===== src/rtl/opm_pkg.sv =====
package opm_pkg;
  localparam int MODE_W = 4;

  typedef enum int {
    M_MEAS = 0,
    M_TEST = 1,
    M_ADJ  = 2,
    M_IDLE = 3
  } mode_idx_e;

  localparam logic [MODE_W-1:0] MODE_IDLE = 4'b1000;

  localparam int OFS_CMD   = 'h20;
  localparam int OFS_STS   = 'h22;
  localparam int OFS_STYPE = 'h24;

  localparam int STS_ERR_BIT        = 1;
  localparam int STYPE_MODE_ERR_BIT = 0;
endpackage


===== src/rtl/opm_btn_filter.sv =====
module opm_btn_filter #(
  parameter int DEBOUNCE_CYC = 16,
  parameter int SYNC_STAGES  = 2
) (
  input  logic clk_i,
  input  logic rst_ni,
  input  logic btn_i,
  output logic press_o
);
  localparam int CNT_W = $clog2(DEBOUNCE_CYC + 1);
  localparam logic [CNT_W-1:0] CNT_LAST = CNT_W'(DEBOUNCE_CYC - 1);

  logic [SYNC_STAGES-1:0] sync_q;
  logic [CNT_W-1:0]       cnt_q;
  logic                   deb_q, deb_prev_q;
  logic                   raw;

  assign raw = sync_q[SYNC_STAGES-1];

  always_ff @(posedge clk_i or negedge rst_ni) begin
    if (!rst_ni) sync_q <= '0;
    else         sync_q <= {sync_q[SYNC_STAGES-2:0], btn_i};
  end

  // level must differ from the filtered state for DEBOUNCE_CYC clocks in a row
  always_ff @(posedge clk_i or negedge rst_ni) begin
    if (!rst_ni) begin
      cnt_q <= '0;
      deb_q <= 1'b0;
    end else if (raw == deb_q) begin
      cnt_q <= '0;
    end else if (cnt_q == CNT_LAST) begin
      cnt_q <= '0;
      deb_q <= raw;
    end else begin
      cnt_q <= cnt_q + 1'b1;
    end
  end

  always_ff @(posedge clk_i or negedge rst_ni) begin
    if (!rst_ni) deb_prev_q <= 1'b0;
    else         deb_prev_q <= deb_q;
  end

  assign press_o = deb_q & ~deb_prev_q;
endmodule


===== src/rtl/opm_mode_reg.sv =====
module opm_mode_reg
  import opm_pkg::*;
(
  input  logic              clk_i,
  input  logic              rst_ni,
  input  logic              wr_i,
  input  logic [MODE_W-1:0] wdata_i,
  input  logic              cfg_ready_i,
  input  logic              soft_clr_i,
  output logic [MODE_W-1:0] mode_o,
  output logic              mode_err_o
);
  logic [MODE_W-1:0] mode_q;
  logic              err_q;
  logic [2:0]        ones;
  logic              legal, needs_cfg, accept, empty;

  always_comb begin
    ones = '0;
    for (int i = 0; i < MODE_W; i++) ones = ones + 3'(wdata_i[i]);
  end

  assign empty     = (wdata_i == '0);
  assign legal     = (ones == 3'd1);
  assign needs_cfg = wdata_i[M_MEAS] | wdata_i[M_ADJ];
  assign accept    = legal & (~needs_cfg | cfg_ready_i);

  always_ff @(posedge clk_i or negedge rst_ni) begin
    if (!rst_ni) begin
      mode_q <= MODE_IDLE;
      err_q  <= 1'b0;
    end else if (soft_clr_i) begin
      mode_q <= MODE_IDLE;
      err_q  <= 1'b0;
    end else if (wr_i && !empty) begin
      if (accept) begin
        mode_q <= wdata_i;
        err_q  <= 1'b0;
      end else begin
        err_q  <= 1'b1;
      end
    end
  end

  assign mode_o     = mode_q;
  assign mode_err_o = err_q;
endmodule


===== src/rtl/opm_irq.sv =====
module opm_irq (
  input  logic clk_i,
  input  logic rst_ni,
  input  logic set_i,
  input  logic ack_i,
  input  logic fault_i,
  output logic btn_irq_no,
  output logic cfg_irq_no
);
  logic pend_q, fault_q;

  // a new request in the acknowledge cycle wins
  always_ff @(posedge clk_i or negedge rst_ni) begin
    if (!rst_ni)    pend_q <= 1'b0;
    else if (set_i) pend_q <= 1'b1;
    else if (ack_i) pend_q <= 1'b0;
  end

  always_ff @(posedge clk_i or negedge rst_ni) begin
    if (!rst_ni) fault_q <= 1'b0;
    else         fault_q <= fault_i;
  end

  assign btn_irq_no = ~pend_q;
  assign cfg_irq_no = ~fault_q;
endmodule


===== src/rtl/opm_ctrl.sv =====
module opm_ctrl
  import opm_pkg::*;
#(
  parameter int ADDR_W       = 6,
  parameter int DATA_W       = 16,
  parameter int DEBOUNCE_CYC = 16,
  parameter int SYNC_STAGES  = 2
) (
  input  logic              clk_i,
  input  logic              rst_ni,
  input  logic              bus_we_i,
  input  logic [ADDR_W-1:0] bus_addr_i,
  input  logic [DATA_W-1:0] bus_wdata_i,
  output logic [DATA_W-1:0] bus_rdata_o,
  input  logic              cfg_ready_i,
  input  logic              btn_i,
  input  logic              irq_ack_i,
  input  logic              fault_i,
  output logic [3:0]        mode_o,
  output logic              soft_rst_o,
  output logic              btn_irq_no,
  output logic              cfg_irq_no
);
  localparam logic [ADDR_W-1:0] A_CMD   = ADDR_W'(OFS_CMD);
  localparam logic [ADDR_W-1:0] A_STS   = ADDR_W'(OFS_STS);
  localparam logic [ADDR_W-1:0] A_STYPE = ADDR_W'(OFS_STYPE);

  logic              press, accept_press, soft_rst_q, mode_err, cmd_wr;
  logic [MODE_W-1:0] mode;
  logic              unused_hi;

  assign unused_hi = ^bus_wdata_i[DATA_W-1:MODE_W];
  assign cmd_wr    = bus_we_i && (bus_addr_i == A_CMD);

  opm_btn_filter #(
    .DEBOUNCE_CYC(DEBOUNCE_CYC),
    .SYNC_STAGES (SYNC_STAGES)
  ) i_btn (
    .clk_i  (clk_i),
    .rst_ni (rst_ni),
    .btn_i  (btn_i),
    .press_o(press)
  );

  assign accept_press = press & mode[M_IDLE];

  opm_mode_reg i_mode (
    .clk_i      (clk_i),
    .rst_ni     (rst_ni),
    .wr_i       (cmd_wr),
    .wdata_i    (bus_wdata_i[MODE_W-1:0]),
    .cfg_ready_i(cfg_ready_i),
    .soft_clr_i (accept_press),
    .mode_o     (mode),
    .mode_err_o (mode_err)
  );

  opm_irq i_irq (
    .clk_i     (clk_i),
    .rst_ni    (rst_ni),
    .set_i     (accept_press),
    .ack_i     (irq_ack_i),
    .fault_i   (fault_i),
    .btn_irq_no(btn_irq_no),
    .cfg_irq_no(cfg_irq_no)
  );

  always_ff @(posedge clk_i or negedge rst_ni) begin
    if (!rst_ni) soft_rst_q <= 1'b0;
    else         soft_rst_q <= accept_press;
  end

  always_comb begin
    bus_rdata_o = '0;
    unique case (bus_addr_i)
      A_CMD:   bus_rdata_o[MODE_W-1:0]         = mode;
      A_STS:   bus_rdata_o[STS_ERR_BIT]        = mode_err;
      A_STYPE: bus_rdata_o[STYPE_MODE_ERR_BIT] = mode_err;
      default: bus_rdata_o = '0;
    endcase
  end

  assign mode_o     = mode;
  assign soft_rst_o = soft_rst_q;
endmodule


===== config.mk =====
export PLATFORM = sky130hd
export DESIGN_NAME = opm_ctrl
export DESIGN_NICKNAME = d
export VERILOG_FILES = /design/src/rtl/opm_pkg.sv /design/src/rtl/opm_btn_filter.sv /design/src/rtl/opm_mode_reg.sv /design/src/rtl/opm_irq.sv /design/src/rtl/opm_ctrl.sv
export SDC_FILE = /design/constraint.sdc
export NUM_CORES = 1
export LEC_CHECK = 0
export BUFFER_PORTS_ARGS = -buffer_cell sky130_fd_sc_hd__buf_2
export CORE_MARGIN = 2
export CORE_UTILIZATION = 40
export CTS_BUF_LIST = sky130_fd_sc_hd__clkbuf_4 sky130_fd_sc_hd__clkbuf_8
export CTS_CLUSTER_DIAMETER = 30
export DETAILED_ROUTE_END_ITERATION = 6
export PLACE_DENSITY = 0.82
export REMOVE_ABC_BUFFERS = 1
export SYNTH_ARGS = -nofsm -noshare
export SYNTH_HDL_FRONTEND = slang
export SYNTH_SLANG_ARGS = --single-unit
export TNS_END_PERCENT = 1

===== constraint.sdc =====
create_clock -name clk_i -period 1.3 [get_ports clk_i]
set_clock_uncertainty 0.1 [all_clocks]
set_input_delay 0 -clock clk_i [delete_from_list [all_inputs] [get_ports clk_i]]
set_output_delay 0 -clock clk_i [all_outputs]
set_load 0.005 [all_outputs]

Word-level counts from Yosys, hierarchy flattened
Cells that the tools add are included.
- output and inout port bits: 23
- bits of input ports: 29
- word-level logic and storage cells: 51
- flip-flop bits (word level): 17
- bitwise logic cells: 10
- add/sub/neg operators: 4
- muxes and demuxes: 13
- equal/unequal tests: 6
- reductions and logical operators: 9
- operators by type and width (kind ; count):
    6-bit == test, second input constant ; 3
    4-bit 2-to-1 mux ; 3
    5-bit 2-to-1 mux ; 2
    3-bit by 1-bit adder with 3-bit output ; 2
    2-bit nonzero test ; 3
    5-bit by 1-bit adder with 5-bit output, second input constant ; 1
    5-bit by 4-bit == test with 1-bit output, second input constant ; 1
    1-bit 2-to-1 mux ; 5
    1-bit inverter ; 5
    4-bit zero test ; 1
    1-bit one-hot mux with 2 select lines ; 2
    2-bit AND reduction ; 2
    1-bit bitwise AND ; 3
    3-bit by 1-bit == test with 1-bit output, second input constant ; 1
    1-bit by 1-bit adder with 2-bit output ; 1
    1-bit logical AND ; 2
    2-bit 2-to-1 mux ; 1
    1-bit OR ; 2
    1-bit == test ; 1
    1-bit zero test ; 1

Depth between registers and ports, before layout
- depth after elaboration: 8
- gate-level depth with buffers: 8
- depth with buffers taken out: 8

By module
Synthesis repeated with hierarchy kept, for this count alone.
- cells, all modules: 86
- area, all modules: 945.9 um^2
- modules (own cells, without submodules) (module ; cells each ; instances ; area each (um^2) ; seq. area each (um^2)):
    opm_mode_reg ; 33 ; 1 ; 341.6 ; 126.4
    opm_btn_filter ; 25 ; 1 ; 340.3 ; 225.2
    opm_ctrl ; 23 ; 1 ; 195.2 ; 25.0
    opm_irq ; 5 ; 1 ; 68.8 ; 50.0

Worst setup path after synthesis
Ideal clock, no wire load.
- path type: input -> register
- start: input port bus_wdata_i[0]
- end: register i_mode.mode_q[0] (netlist: i_mode.mode_o[0])
- path buffers: 0
- setup slack: -0.341 ns
- library setup time: 0.123 ns
- required time: 1.077 ns
- stages on the path: 8
- data arrival time: 1.418 ns
- cell sequence: inv_1 > ha_1 > fa_1 > ha_1 > nor2_1 > o211ai_1 > o21ai_0 > a21oi_1
- longest elaborated chain between the ends: 7
- elaborated cells between the ends (all ways): 17
- those cells by class: add/sub (3); eq/ne (1); mux (3); bitwise (4); reduce/logical (6)
- ends and longest elaborated chain (what ; line ; text):
    start: declaration ; opm_ctrl.sv:13 ; input logic [DATA_W-1:0] bus_wdata_i,
    1-bit by 1-bit adder with 2-bit output ; opm_mode_reg.sv:20 ; for (int i = 0; i < MODE_W; i++) ones = ones + 3'(wdata_i[i]);
    3-bit by 1-bit adder with 3-bit output (2 in a row) ; opm_mode_reg.sv:20 ;
    3-bit by 1-bit == test with 1-bit output ; opm_mode_reg.sv:24 ; assign legal = (ones == 3'd1);
    1-bit bitwise AND ; opm_mode_reg.sv:26 ; assign accept = legal & (~needs_cfg | cfg_ready_i);
    2-bit nonzero test (no source line) ; -- ;
    2-bit AND reduction (no source line) ; -- ;
    end signal: assignment ; opm_mode_reg.sv:37 ; mode_q <= wdata_i;
    end: declaration ; opm_mode_reg.sv:13 ; logic [MODE_W-1:0] mode_q;
Parallel ways exist; a longest one is shown, timed or not. The select of a mux whose other input is x is not followed.
A chain may end at the register's enable or synchronous reset.

Worst setup path in the final report
- start: input port bus_wdata_i[1]
- end: register i_mode.mode_q[0] (netlist: i_mode.mode_o[0])
- longest elaborated chain between the ends: 7
- elaborated cells between the ends (all ways): 11
- those cells by class: add/sub (3); eq/ne (1); bitwise (1); reduce/logical (6)
- ends and longest elaborated chain (what ; line):
    1-bit by 1-bit adder with 2-bit output ; opm_mode_reg.sv:20
    3-bit by 1-bit adder with 3-bit output (2 in a row) ; opm_mode_reg.sv:20
    3-bit by 1-bit == test with 1-bit output ; opm_mode_reg.sv:24
    1-bit bitwise AND ; opm_mode_reg.sv:26
    2-bit nonzero test (no source line) ; --
    2-bit AND reduction (no source line) * ; --
Every way passes the cells marked *; elsewhere a longest branch is shown, timed or not.

==> results_dict.tcl <==
set metrics [dict create \
    holdPathStages 4 \
    dp_hpwl_um 1440 \
    placedCellCount 151 \
    insertedDiodeCount 0 \
    h-tree-depth 1 \
    power_density_nw_per_um2 829 \
    vias_per_cell 4.64 \
    clk_latency_ns 0.28 \
    peakVddDrop_uv 591 \
    wl_met3_um 145 \
    cp-startpoint "bus_wdata_i[1]" \
    drt-wirelength-per-cell_um 11.6 \
    timing.final.hold_violations 0 \
    drc 0 \
    yosys.area.top_type_share_pct 44.3 \
    numCtsBuffers 3 \
    criticalPathCategory "in2reg" \
    nNetsFinal 169 \
    dieArea_um2 2660 \
    nFillCells 200 \
    dpl_cell_area_um2 1090 \
    ctsLongestPathBuffers 2 \
    critPathArrivalTime_ns 1.43 \
    multi_input_area_um2 468 \
    start_kind "primary input" \
    design_area_um2 1270 \
    ys.flop_type "dfrtp_1" \
    rr_endpoint "i_btn.deb_q" \
    portBuffers 27 \
    start_util_pct 41.7 \
    grt_pass1_vias 758 \
    maxCapViolCount 0 \
    drt_iter0_markers 10 \
    antenna_left 0 \
    r2r_slack_ns -0.03 \
    core_um2 2170 \
    syn_area_um2 905 \
    crit_end "i_mode.mode_o[0]" \
    crit_path_end_kind "register" \
    register_area_um2 427 \
    rows 17 \
    yosysTopAreaCell "dfrtp_1" \
    p_leak_nw 0.672 \
    clock-sinks 17 \
    antenna_found_initial 0 \
    cts_tree "done" \
    wl_um 1880 \
    synthToLayoutAreaGrowth_pct 40.8 \
    drtPass1Iterations 4 \
    async_flop_share_pct 100 \
    setup_slack_ns -0.0576 \
    drt-met1-wl_um 773 \
    grt_pass1_wl_um 2940 \
    instances_no_fill 162 \
    rsz0062_at_grt "true" \
    ys_seq_elements 17 \
    avgSynthCellArea_um2 10.3 \
    drive_above_1_share_pct 45.5 \
    fin_crit_ns 1.36 \
    top_layer_used "met3" \
    min_path_type "in2reg" \
    grt_use_total_pct 14.8 \
    seq_area_frac_synth_pct 47.2 \
    num_vias 751 \
    io_pins 52 \
    synthDistinctLibCells 27 \
    outcome "complete, but fails checks" \
    setup_viol 6 \
    ys_warn_count 0 \
    grt_start_max_net_pins 18 \
    fmax_mhz 737 \
    die_w_um 51.6 \
    ys_top_cells_by_area "dfrtp_1 44%, buf_4 10%, ha_1 5.5%" \
    reg2reg_depth 4 \
    grt_overflow 0 \
    crit_required_ns 1.38 \
    reg2reg_from "i_btn.cnt_q[0]" \
    clock-root-buffer "clkbuf_4" \
    netlist_instances 88 \
    die_h_um 51.6 \
    cp_max_fo 4 \
    finalCritPeriodShare_pct 104 \
    layout_common_cells "25 x buf_2, 16 x dfrtp_1, 12 x conb_1, 10 x buf_4, 6 x nor2_1" \
    final_common_cell "buf_2" \
    drv_slew 0 \
    wl_met2_um 963 \
    synth_edf_count 0 \
    clk_pin_slew_ns 0.10 \
    violations "negative setup slack" \
    place_congestion 0.856 \
]
## how the worst min path moves through the flow
stage / slack, ns / startpoint / end
CTS: 0.003 / bus_wdata_i[0] / i_mode.mode_o[0]
finish: 0.01 / bus_wdata_i[0] / i_mode.mode_o[0]
detailed placement: -0.16 / rst_ni / i_btn.cnt_q[1]
global route: 0.01 / bus_wdata_i[0] / i_mode.mode_o[0]
floorplan: -0.40 / rst_ni / i_btn.cnt_q[0]
global placement: -0.17 / rst_ni / i_btn.cnt_q[0]
## report_power, final
group	total, mW	internal, mW	switching [mW]
registers	0.574	0.555	0.0191
clock network	0.265	0.114	0.151
logic	0.217	0.115	0.102
total	1.06	0.784	0.272
## cell families (layout without fill, tap and decap cells)
group                    after synthesis  after routing  share of synthesized area (%)
AND/OR/NAND/NOR                       28             28                           17.8
multiplexers                           3              3                           3.46
XOR/XNOR                               3              3                           2.91
flip-flops                            17             17                           47.2
adder cells (fa/ha/maj)                5              5                           7.75
AO/OA/AOI/OAI                         12             12                           7.61
other                                  1             12                          0.415
buffers and inverters                 19             54                           12.9
## stage by stage
| step | hold slack, ns | power (mW) | util [%] | worst slack, ns | setup TNS, ns |
|---|---|---|---|---|---|
| detailed placement | -0.164 | 0.743 | 50.4 | -0.582 | -2.86 |
| floorplan | -0.396 | 0.656 | - | -0.341 | -1.67 |
| global placement | -0.173 | 0.735 | 50.4 | -0.501 | -2.43 |
| CTS | 0.00312 | 1.06 | 57.0 | -0.0971 | -0.412 |
| global route | 0.0143 | 1.13 | 58.7 | -0.108 | -0.559 |
| finish | 0.0129 | 1.06 | 58.7 | -0.0576 | -0.185 |
## flip-flops by register name, indices dropped and copies added, names as in the netlist
signal and flops:
i_btn.cnt_q 5, i_mode.mode_o 4, i_btn.sync_q 2, i_btn.deb_prev_q 1
i_btn.deb_q 1, i_irq.fault_q 1, i_irq.pend_q 1, i_mode.mode_err_o 1
soft_rst_o 1
## cell type report
cell class / instances / share of cell area [%]
Sequential cell: 17 / 33.5
Tap cell: 28 / 2.75
Clock buffer: 3 / 1.77
Inverter: 7 / 2.26
Multi-Input combinational cell: 63 / 36.7
Timing Repair Buffer: 43 / 22.6
Clock inverter: 1 / 0.393
## cells in the mapped netlist (all sizes together) (2+ instances only)
cell   number
a21oi       4
and2        3
buf        12
dfrtp      16
ha          4
inv         7
mux2i       2
nand3       5
nor2        9
nor3        4
o21ai       5
xor2        3
## per-layer routing
layer,vias to the layer above,track usage [%]
met5,-,0
met4,0,4.82
met3,0,3.74
met2,36,27.1
met1,348,16.5
li1,367,-
## worst max-delay path: stages
cell and delay [ns]:
buf_8 0.10, inv_4 0.05, ha_4 0.19, fa_2 0.35, ha_4 0.23, nor2_4 0.07, o211ai_1 0.17, o21ai_1 0.18
a21oi_1 0.09
## timing repair
action                     4_1_cts  5_1_grt
hold endpoints to repair        21        0
cloned                           0        0
gates resized for setup         14       11
setup endpoints to repair        8       12
pin swaps                        7        6
hold buffers                     5        0
setup buffers                    1        1
Power figures use the tool's default switching activity.
